### src/rtl/frac_baud_pkg.sv
package frac_baud_pkg;
  localparam int unsigned INT_W  = 16;
  localparam int unsigned FRAC_W = 6;
endpackage

### src/rtl/frac_baud_acc.sv
module frac_baud_acc #(
  parameter int unsigned FRAC_W = frac_baud_pkg::FRAC_W
) (
  input  logic              clk_i,
  input  logic              rst_ni,
  input  logic              clr_i,
  input  logic              adv_i,
  input  logic [FRAC_W-1:0] frac_i,
  output logic              stretch_o
);
  localparam int unsigned SUM_W = FRAC_W + 1;

  logic [FRAC_W-1:0] acc_q;
  logic [SUM_W-1:0]  sum;

  // carry out of acc + frac marks a long period
  always_comb begin
    sum       = {1'b0, acc_q} + {1'b0, frac_i};
    stretch_o = sum[FRAC_W];
  end

  always_ff @(posedge clk_i or negedge rst_ni) begin
    if (!rst_ni)    acc_q <= '0;
    else if (clr_i) acc_q <= '0;
    else if (adv_i) acc_q <= sum[FRAC_W-1:0];
  end

  // a clear leaves no carry pending for the first period
  p_clear_no_stretch_r6: assert property (@(posedge clk_i) disable iff (!rst_ni)
    clr_i |=> (adv_i || !stretch_o || ($past(frac_i) != frac_i)));
endmodule

### src/rtl/frac_baud_period.sv
module frac_baud_period #(
  parameter int unsigned INT_W = frac_baud_pkg::INT_W
) (
  input  logic             clk_i,
  input  logic             rst_ni,
  input  logic             run_i,
  input  logic [INT_W-1:0] int_i,
  input  logic             stretch_i,
  output logic             wrap_o
);
  localparam int unsigned LAST_W = INT_W + 1;

  logic [INT_W-1:0]  cnt_q;
  logic [LAST_W-1:0] last;

  always_comb begin
    last   = {1'b0, int_i} - LAST_W'(1) + LAST_W'(stretch_i);
    wrap_o = run_i && ({1'b0, cnt_q} == last);
  end

  always_ff @(posedge clk_i or negedge rst_ni) begin
    if (!rst_ni)                cnt_q <= '0;
    else if (!run_i || wrap_o)  cnt_q <= '0;
    else                        cnt_q <= cnt_q + INT_W'(1);
  end

  // count never runs past the end of the current period
  p_cnt_bound_r2: assert property (@(posedge clk_i) disable iff (!rst_ni)
    run_i |-> ({1'b0, cnt_q} <= last));
endmodule

### src/rtl/frac_baud_tick.sv
module frac_baud_tick #(
  parameter int unsigned INT_W  = frac_baud_pkg::INT_W,
  parameter int unsigned FRAC_W = frac_baud_pkg::FRAC_W
) (
  input  logic              clk_i,
  input  logic              rst_ni,
  input  logic              en_i,
  input  logic [INT_W-1:0]  div_int_i,
  input  logic [FRAC_W-1:0] div_frac_i,
  output logic              tick_o
);
  logic [INT_W-1:0]  int_q;
  logic [FRAC_W-1:0] frac_q;
  logic              chg, run, wrap, stretch, tick_q;

  always_comb begin
    chg = (div_int_i != int_q) || (div_frac_i != frac_q);
    run = en_i && (div_int_i != '0) && !chg;
  end

  always_ff @(posedge clk_i or negedge rst_ni) begin
    if (!rst_ni) begin
      int_q  <= '0;
      frac_q <= '0;
      tick_q <= 1'b0;
    end else begin
      int_q  <= div_int_i;
      frac_q <= div_frac_i;
      tick_q <= wrap;
    end
  end

  frac_baud_period #(.INT_W(INT_W)) u_period (
    .clk_i    (clk_i),
    .rst_ni   (rst_ni),
    .run_i    (run),
    .int_i    (div_int_i),
    .stretch_i(stretch),
    .wrap_o   (wrap)
  );

  frac_baud_acc #(.FRAC_W(FRAC_W)) u_acc (
    .clk_i    (clk_i),
    .rst_ni   (rst_ni),
    .clr_i    (!run),
    .adv_i    (wrap),
    .frac_i   (div_frac_i),
    .stretch_o(stretch)
  );

  assign tick_o = tick_q;

  p_idle_zero_r5: assert property (@(posedge clk_i) disable iff (!rst_ni)
    (div_int_i == '0) |=> !tick_o);
  p_off_quiet_r6: assert property (@(posedge clk_i) disable iff (!rst_ni)
    !en_i |=> !tick_o);
  p_restart_r7: assert property (@(posedge clk_i) disable iff (!rst_ni)
    (en_i && chg) |=> !tick_o);
  p_single_pulse_r1: assert property (@(posedge clk_i) disable iff (!rst_ni)
    (tick_o && div_int_i > INT_W'(1)) |=> !tick_o);
endmodule

### config.mk
export PLATFORM = sky130hd
export DESIGN_NAME = frac_baud_tick
export DESIGN_NICKNAME = d
export VERILOG_FILES = /design/src/rtl/frac_baud_pkg.sv /design/src/rtl/frac_baud_acc.sv /design/src/rtl/frac_baud_period.sv /design/src/rtl/frac_baud_tick.sv
export SDC_FILE = /design/constraint.sdc
export NUM_CORES = 1
export LEC_CHECK = 0
export BUFFER_PORTS_ARGS = -buffer_cell sky130_fd_sc_hd__buf_2
export CORE_UTILIZATION = 31
export DETAILED_ROUTE_END_ITERATION = 6
export HOLD_SLACK_MARGIN = 0.08
export MAX_ROUTING_LAYER = met4
export SYNTH_ARGS = -nofsm -noshare
export SYNTH_HDL_FRONTEND = slang
export SYNTH_SLANG_ARGS = --single-unit
### constraint.sdc
create_clock -name clk_i -period 4.15 [get_ports clk_i]
set_clock_uncertainty 0.15 [all_clocks]
set_input_delay 0 -clock clk_i [delete_from_list [all_inputs] [get_ports clk_i]]
set_output_delay 0 -clock clk_i [all_outputs]
set_load 0.01 [all_outputs]
==> impl_metrics.json, run 1 <==
{
  "hold_violations": 0,
  "rsz0062_at_grt": "yes",
  "slew_violations": 0,
  "cp_num_buf_inv": 5,
  "synth_cell_types": 48,
  "rr_startpoint": "u_acc.acc_q[0]",
  "root_buffer": "clkbuf_8",
  "power_density_nw_per_um2": 277,
  "chipHeight_um": 94.5,
  "ys.flop_type": "dfrtp_1",
  "synth_warnings": 0,
  "drive_gt1_frac": 0.156,
  "maxSlewHeadroom": 0.331,
  "start_kind": "input port",
  "wirelength_um": 5510,
  "gp_congestion": 0.846,
  "synth_top_family_by_area": "XOR/XNOR gates",
  "area_growth_syn_to_layout_pct": 21.1,
  "worst_pin_slew_ns": 1.00,
  "ir_worst_vdd_mv": 0.132,
  "synth_adder_area_share": 0.0500,
  "reg2reg_slack_ns": 0.20,
  "synth.avg_cell_area_um2": 10.2,
  "path_delay_family": "simple AND/OR/NAND/NOR gates",
  "synth_area_um2": 2660,
  "cp.depth": 20,
  "crit_type": "input port to register",
  "track_usage": 0.139,
  "cp-end-kind": "register",
  "numCtsBuffers": 5,
  "core_area_um2": 8260,
  "grt_pass1_vias": 1937,
  "clock_latency_ns": 0.30,
  "clockBufferDepth": 2,
  "p_total_uw": 891,
  "clkPwrFrac": 0.363,
  "drt_iter0_markers": 59,
  "synthCells": 260,
  "hp-class": "input port to register",
  "synth_seq_cells": 45,
  "cts_tree": "done",
  "status": "finished, final reports clean",
  "grt_pass1_wl_um": 9230,
  "port-buffer-count": 25,
  "post-route-cell-area_um2": 3210,
  "die_area_um2": 8940,
  "crit_required_ns": 4.23,
  "synthMuxAreaShare": 0.0273,
  "finalCriticalPeriod_ns": 3.97,
  "power_frac_comb": 0.128,
  "r2r_cells": 18,
  "crit_end": "u_acc.acc_q[1]",
  "antennaDiodeCount": 0,
  "ant_nets": 0,
  "ys_seq_area_frac": 0.424,
  "yosys.area_share.xor_xnor": 0.195,
  "internal_power_uw": 680,
  "critPathSlowestCell": "or4_1",
  "r2r-end": "u_acc.acc_q[1]",
  "crit_start": "div_frac_i[0]",
  "path_max_fanout": 8,
  "period_share": 0.957,
  "wl_per_cell_um": 13.3,
  "setup_viol": 0,
  "cts_sinks": 45,
  "start_util": 0.322,
  "drcViolationCount": 0,
  "synth-compound-area-share": 0.0778,
  "vias": 1960,
  "grt_max_degree": 46,
  "synthArstFlopShare": 1.00,
  "switching_share": 0.237,
  "rows": 33,
  "max_stage_delay_ns": 0.57,
  "die_w_um": 94.5,
  "cts_max_level": 2,
  "grt-ovfl-total": 0,
  "synth_enable_flop_cells": 0,
  "via_per_inst": 4.75,
  "timing.hold.ws_ns": 0.0972,
  "antenna_found_initial": 0,
  "cts.clk_slew.worst_paths_ns": 0.08,
  "synth.net_count": 295,
  "worstPathCellList": "dlygate4sd3_1 > buf_2 > ha_1 > inv_1 > fa_1 > inv_1 > a21oi_1 > o21bai_1 > a21o_1 > a21oi_1 > ha_2 > ha_2 > nor3b_2 > nor3b_4 > o211a_1 > o32ai_1 > or4_1 > buf_4 > or2_0 > a21oi_1",
  "cap_violations": 0,
  "p_leak_nw": 1.36,
  "cp_data_arrival_time_ns": 4.05,
  "cp_common_cell": "a21oi_1",
  "nFillCells": 810,
  "yosys.area_share.simple": 0.183,
  "fin_nets": 343,
  "dp.final_hpwl_um": 4060,
  "ios": 26,
  "clock.fmax_mhz": 252,
  "switching_power_uw": 211,
  "first_pass_iters": 4,
  "seqPwrFrac": 0.509,
  "place_area_um2": 2860
}
-- worst min path at each step --
| stage | startpoint | to | cells past startpoint |
|---|---|---|---|
| 3_5_place_dp | div_frac_i[5] | frac_q[5] | 1 |
| 5_1_grt | en_i | u_acc.acc_q[1] | 6 |
| 3_3_place_gp | div_frac_i[2] | frac_q[2] | 1 |
| 2_1_floorplan | rst_ni | frac_q[0] | 0 |
| 6_report | en_i | u_acc.acc_q[3] | 6 |
| 4_1_cts | en_i | u_acc.acc_q[3] | 6 |
-- synthesized netlist by cell type (all sizes together), types with 3 or more instances --
| cell | number | share of area |
|---|---|---|
| nor4 | 3 | 0.0071 |
| dfrtp | 45 | 0.42 |
| nor3 | 4 | 0.0094 |
| nand2 | 9 | 0.014 |
| o21bai | 3 | 0.0085 |
| nor2 | 31 | 0.044 |
| nor2b | 4 | 0.0094 |
| buf | 5 | 0.019 |
| inv | 11 | 0.016 |
| nor3b | 4 | 0.015 |
| ha | 9 | 0.042 |
| a21o | 3 | 0.0085 |
| mux2i | 5 | 0.019 |
| xnor2 | 44 | 0.15 |
| xor2 | 15 | 0.049 |
| a21oi | 5 | 0.0094 |
| clkbuf | 6 | 0.0085 |
| and3 | 4 | 0.0094 |
| nand3 | 13 | 0.025 |
| nand4 | 9 | 0.021 |
| o21ai | 5 | 0.0094 |
-- power by group through the flow --
stage | logic, mW | registers, mW | clock network (mW)
after floorplan | 0.0546 | 0.462 | 0
after detailed placement | 0.0979 | 0.463 | 0
after CTS | 0.115 | 0.454 | 0.330
final | 0.114 | 0.454 | 0.323
after global placement | 0.0962 | 0.462 | 0
after global routing | 0.126 | 0.455 | 0.355
-- cell families (layout without fill, tap and decap cells) --
kind of cell             count (synthesis)  count (layout)
AO/OA/AOI/OAI                           28              28
XOR/XNOR                                59              59
adder cells (fa/ha/maj)                 10              10
buffers and inverters                   22              70
flip-flops                              45              45
multiplexers                             7               7
AND/OR/NAND/NOR                         89              89
-- tightest hold or removal path: stages --
cell and delay (ns):
buf_2 0.10, nand4_1 0.08, nor2_1 0.06, o311ai_1 0.06, buf_4 0.16, nor2_1 0.05
-- layer usage --
layer | vias up | share of wire | track usage
met5 | - | 0 | -
met4 | 0 | 0.024 | 0.0657
met3 | 10 | 0.030 | 0.0274
met1 | 923 | 0.48 | 0.172
li1 | 994 | - | -
met2 | 33 | 0.47 | 0.218
-- cell usage in the layout (no fill, tap or decap), types with 7 or more instances in the layout --
cell,netlist,routed
buf_2,1,25
nor2_1,31,31
nand3_1,13,13
xnor2_1,44,44
ha_1,9,7
dlygate4sd3_1,0,23
nand2_1,8,8
nand4_1,9,9
xor2_1,15,15
dfrtp_1,45,45
inv_1,11,11
-- registers in the layout (all words and copies together), names as in the netlist --
name            cells
tick_o              1
u_acc.acc_q         6
u_period.cnt_q     16
int_q              16
frac_q              6
-- area by class of cell --
cell class,count,area [µm²],share of cell area
multi-input combinational,193,1430,0.444
sequential,45,1130,0.350
inverter,11,41.3,0.0128
timing repair buffer,52,385,0.120
tap,105,131,0.0409
clock inverter,2,35.0,0.0109
clock buffer,5,68.8,0.0214
-- timing repair --
action                                 4_1_cts  5_1_grt
endpoints found under the hold margin       68        0
gates resized for setup                      0        3
buffers inserted                             0        1
hold buffers                                23        0
setup endpoints to repair                    0       22
-- per-stage QoR --
step / setup TNS, ns / util / setup WS, ns / std cells
after floorplan: 0 / - / 0.389 / 260
after global placement: 0 / 0.347 / 0.264 / 382
after detailed placement: 0 / 0.347 / 0.147 / 382
after CTS: 0 / 0.387 / 0.105 / 412
after global routing: -0.452 / 0.389 / -0.0695 / 413
final: 0 / 0.389 / 0.178 / 413
Power figures use the tool's default switching activity.
==> run 2: changes to the inputs <==
MAX_ROUTING_LAYER = not set   (was met4)
==> run 2 against run 1 <==
Total power about the same. Routed wire length increased by 0.51%. Die area unchanged. Worst setup slack improved by 0.0015 ns. Sequential share of layout area unchanged. Sequential cell count unchanged. Non-clock buffer count unchanged. Final cell count unchanged.
==> impl_metrics.json, run 2 (synthesized netlist as in run 1, its figures left out) <==
{
  "switching_power_uw": 211,
  "r2r_cells": 18,
  "ant_nets": 0,
  "antennaDiodeCount": 0,
  "dp.final_hpwl_um": 4060,
  "chipHeight_um": 94.5,
  "fin_nets": 343,
  "grt_max_degree": 46,
  "track_usage": 0.135,
  "cts_sinks": 45,
  "critPathSlowestCell": "or4_1",
  "area_growth_syn_to_layout_pct": 21.1,
  "ir_worst_vdd_mv": 0.132,
  "port-buffer-count": 25,
  "cts_max_level": 2,
  "switching_share": 0.237,
  "worst_pin_slew_ns": 1.01,
  "period_share": 0.957,
  "clock.fmax_mhz": 252,
  "cp_common_cell": "a21oi_1",
  "clockBufferDepth": 2,
  "drcViolationCount": 0,
  "start_kind": "input port",
  "grt_pass1_vias": 1939,
  "die_w_um": 94.5,
  "seqPwrFrac": 0.509,
  "final_core_util": 0.389,
  "grt-ovfl-total": 0,
  "finalCriticalPeriod_ns": 3.97,
  "max_stage_delay_ns": 0.57,
  "status": "finished, final reports clean",
  "top_regs": "int_q: 16 flops, u_period.cnt_q: 16 flops",
  "wl_per_cell_um": 13.4,
  "setup_viol": 0,
  "first_pass_iters": 4,
  "internal_power_uw": 680,
  "power_frac_comb": 0.128,
  "rsz0062_at_grt": "yes",
  "cp-end-kind": "register",
  "antenna_found_initial": 0,
  "hp-class": "input port to register",
  "maxSlewHeadroom": 0.325,
  "clkPwrFrac": 0.363,
  "path_max_fanout": 8,
  "cts_tree": "done",
  "crit_required_ns": 4.23,
  "layout_common_cells": "45 x dfrtp_1, 44 x xnor2_1, 31 x nor2_1",
  "drt_iter0_markers": 71,
  "worstPathCellList": "dlygate4sd3_1 > buf_2 > ha_1 > inv_1 > fa_1 > inv_1 > a21oi_1 > o21bai_1 > a21o_1 > a21oi_1 > ha_2 > ha_2 > nor3b_2 > nor3b_4 > o211a_1 > o32ai_1 > or4_1 > buf_4 > or2_0 > a21oi_1",
  "p_leak_nw": 1.36,
  "gp_congestion": 0.833,
  "crit_type": "input port to register",
  "start_util": 0.322,
  "ios": 26,
  "via_per_inst": 4.75,
  "power_density_nw_per_um2": 277,
  "root_buffer": "clkbuf_8",
  "vias": 1960,
  "hold_violations": 0,
  "slew_violations": 0,
  "cap_violations": 0,
  "core_area_um2": 8260,
  "grt_pass1_wl_um": 9240,
  "cts.clk_slew.worst_paths_ns": 0.08,
  "cp_data_arrival_time_ns": 4.05,
  "die_area_um2": 8940,
  "rows": 33,
  "p_total_uw": 891,
  "wirelength_um": 5540,
  "numCtsBuffers": 5,
  "final_common_cell": "dfrtp_1",
  "min_path_cells": 6,
  "clock_latency_ns": 0.30,
  "drive_gt1_frac": 0.156
}
## run 2: cell counts in the layout (fill, tap and decap cells not counted)
Identical to the previous run, type by type.
## run 2: metal layers
metal,GRT usage,up-vias,part of all wire
met5,0,-,0
met4,0.0657,0,0.024
met3,0.0274,10,0.029
met2,0.219,29,0.47
met1,0.171,929,0.47
li1,-,992,-
## run 2: worst max-delay path: cells and delay by family
kind,cells,cell delay (ns)
buffers and inverters,5,1.02
AO/OA/AOI/OAI,7,0.93
adder cells (fa/ha/maj),4,0.82
AND/OR/NAND/NOR,4,1.27
## run 2: area by class of cell
cell class	count	area (µm²)
repair buffers	52	385
inverters	11	41.3
flip-flops and latches	45	1130
fillers	810	5040
multi-input cells	193	1430
well taps	105	131
clock inverters	2	35.0
clock buffers	5	68.8
## run 2: power groups by stage
stage	logic, mW	clock network (mW)	registers (mW)
2_1_floorplan	0.0546	0	0.462
3_3_place_gp	0.0962	0	0.462
3_5_place_dp	0.0979	0	0.463
4_1_cts	0.115	0.330	0.454
5_1_grt	0.126	0.355	0.455
6_report	0.114	0.323	0.454
## run 2: what timing repair did
action / in CTS / in global routing
gates resized for setup: 0 / 3
endpoints found under the hold margin: 68 / 0
setup buffers: 0 / 1
hold buffers: 23 / 0
endpoints found under the setup margin: 0 / 22
## run 2: stage by stage
step           cell area, µm²  setup WS (ns)  setup TNS [ns]  hold WS, ns  std cells
2_1_floorplan            2660          0.389               0       -0.446        260
3_3_place_gp             2860          0.264               0      0.00553        382
3_5_place_dp             2860          0.147               0      0.00661        382
4_1_cts                  3200          0.105               0       0.0941        412
5_1_grt                  3210        -0.0695          -0.452        0.106        413
6_report                 3210          0.180               0       0.0950        413
## run 2: path summary, 6_finish.rpt
check	from	endpoint	slack, ns
setup / recovery	div_frac_i[0]	u_acc.acc_q[1]	0.18
hold / removal	en_i	u_acc.acc_q[3]	0.1
setup reg to reg	u_acc.acc_q[0]	u_acc.acc_q[1]	0.20
hold reg to reg	u_acc.acc_q[0]	u_acc.acc_q[0]	0.38
max in group asynchronous	rst_ni	u_period.cnt_q[7]	2.97
min in group asynchronous	rst_ni	int_q[15]	0.26
==> run 3: changes to the inputs <==
RECOVER_POWER = 100   (was not set)
==> run 3 against run 2 <==
The flow now finishes with violations (max-capacitance violations, max-slew violations). Critical path type unchanged. Register-to-register slack hardly changed. Clock-buffer cell count stayed put. Maximum frequency hardly changed. Sequential power hardly changed. Utilization is 0.24 points lower. Design area is 0.62% lower. Hold slack hardly changed.
==> impl_metrics.json, run 3 (synthesized netlist as in run 1, its figures left out) <==
{
  "drive_gt1_frac": 0.104,
  "wirelength_um": 5510,
  "rsz0062_at_grt": "yes",
  "clkPwrFrac": 0.364,
  "power_density_nw_per_um2": 278,
  "drcViolationCount": 0,
  "grt_pass1_wl_um": 9240,
  "setup_viol": 0,
  "worst_pin_slew_ns": 2.41,
  "first_pass_iters": 4,
  "cts_max_level": 2,
  "violations": "max-capacitance violations, max-slew violations",
  "cp_data_arrival_time_ns": 4.05,
  "reg2reg_slack_ns": 0.20,
  "start_kind": "input port",
  "rr_startpoint": "u_acc.acc_q[0]",
  "cts_tree": "done",
  "switching_power_uw": 211,
  "wl_per_cell_um": 13.3,
  "top_regs": "int_q: 16 flops, u_period.cnt_q: 16 flops",
  "fin_nets": 343,
  "r2r_cells": 18,
  "antennaDiodeCount": 0,
  "fin_tns_setup_ns": 0,
  "die_w_um": 94.5,
  "dp.final_hpwl_um": 4060,
  "cap_violations": 1,
  "place_ws_ns": 0.147,
  "grt_max_degree": 46,
  "status": "finished, violations left",
  "ir_worst_vdd_mv": 0.132,
  "rows": 33,
  "hold_violations": 0,
  "p_leak_nw": 1.32,
  "path_max_fanout": 8,
  "gp_congestion": 0.833,
  "r2r-end": "u_acc.acc_q[1]",
  "crit_required_ns": 4.23,
  "internal_power_uw": 678,
  "power_frac_comb": 0.125,
  "die_area_um2": 8940,
  "ios": 26,
  "worst_slack_ns": 0.177,
  "finalCriticalPeriod_ns": 3.97,
  "drt_iter0_markers": 75,
  "cp-end-kind": "register",
  "place_area_um2": 2860,
  "grt_pass1_vias": 1939,
  "p_total_uw": 889,
  "slew_violations": 46,
  "via_per_inst": 4.76,
  "maxSlewHeadroom": -0.605,
  "period_share": 0.957,
  "cts_sinks": 45,
  "final_common_cell": "dfrtp_1",
  "crit_end": "u_acc.acc_q[1]",
  "area_growth_syn_to_layout_pct": 20.3,
  "post-route-cell-area_um2": 3190,
  "grt-ovfl-total": 0,
  "port-buffer-count": 25,
  "clock.fmax_mhz": 252,
  "switching_share": 0.238,
  "cts.clk_slew.worst_paths_ns": 0.08,
  "clockBufferDepth": 2,
  "core_area_um2": 8260,
  "start_util": 0.322,
  "seqPwrFrac": 0.510,
  "track_usage": 0.135,
  "hp-class": "input port to register",
  "root_buffer": "clkbuf_8",
  "crit_type": "input port to register",
  "ant_nets": 0,
  "numCtsBuffers": 5,
  "layout_common_cells": "45 x dfrtp_1, 44 x xnor2_1, 31 x nor2_1",
  "vias": 1965,
  "antenna_found_initial": 0,
  "clock_latency_ns": 0.30,
  "chipHeight_um": 94.5,
  "crit_start": "div_frac_i[0]"
}
==> run 3: worst min path at each step <==
stage / startpoint / end / slack, ns / cells after the start
2_1_floorplan: rst_ni / frac_q[0] / -0.45 / 0
3_3_place_gp: div_frac_i[2] / frac_q[2] / 0.006 / 1
3_5_place_dp: div_frac_i[5] / frac_q[5] / 0.007 / 1
4_1_cts: en_i / u_acc.acc_q[3] / 0.09 / 6
5_1_grt: en_i / u_acc.acc_q[1] / 0.11 / 6
6_report: en_i / u_acc.acc_q[3] / 0.1 / 6
==> run 3: critical path: stages <==
cell	delay [ns]
dlygate4sd3_1	0.54
buf_2	0.15
ha_1	0.21
inv_1	0.07
fa_1	0.19
inv_1	0.05
a21oi_1	0.12
o21bai_1	0.10
a21o_1	0.18
a21oi_1	0.14
ha_2	0.21
ha_2	0.21
nor3b_2	0.21
nor3b_4	0.29
o211a_1	0.19
o32ai_1	0.07
or4_1	0.57
buf_4	0.21
or2_0	0.20
a21oi_1	0.13
==> run 3: layer usage <==
metal | vias up | track usage | share of wire | wire, µm
met5 | - | 0 | 0 | 0
met3 | 10 | 0.0274 | 0.031 | 171
li1 | 994 | - | - | -
met2 | 33 | 0.219 | 0.48 | 2620
met4 | 0 | 0.0657 | 0.025 | 135
met1 | 928 | 0.171 | 0.47 | 2580
==> run 3: through the flow <==
step / hold slack, ns / instances / utilization
floorplan: -0.446 / 260 / -
global placement: 0.00553 / 382 / 0.347
detailed placement: 0.00661 / 382 / 0.347
CTS: 0.0941 / 412 / 0.387
global route: 0.106 / 413 / 0.387
finish: 0.0954 / 413 / 0.387
==> run 3: power by group through the flow <==
| stage | sequential, mW | combinational, mW | clock [mW] |
|---|---|---|---|
| 6_report | 0.454 | 0.112 | 0.324 |
| 5_1_grt | 0.455 | 0.124 | 0.355 |
| 4_1_cts | 0.454 | 0.115 | 0.330 |
| 3_5_place_dp | 0.463 | 0.0979 | 0 |
| 3_3_place_gp | 0.462 | 0.0962 | 0 |
| 2_1_floorplan | 0.462 | 0.0546 | 0 |
==> run 3: cell type report <==
cell class              instances  area, µm²
clock buffers                   5       68.8
clock inverters                 2       35.0
fillers                       816       5060
inverters                      11       41.3
multi-input cells             193       1430
flip-flops and latches         45       1130
well taps                     105        131
repair buffers                 52        365
==> run 3: what timing repair did <==
item                                    4_1_cts  5_1_grt
hold buffers                                 23        0
setup buffers                                 0        1
endpoints found under the hold margin        68        0
endpoints found under the setup margin        0       22
gates resized for setup                       0        3
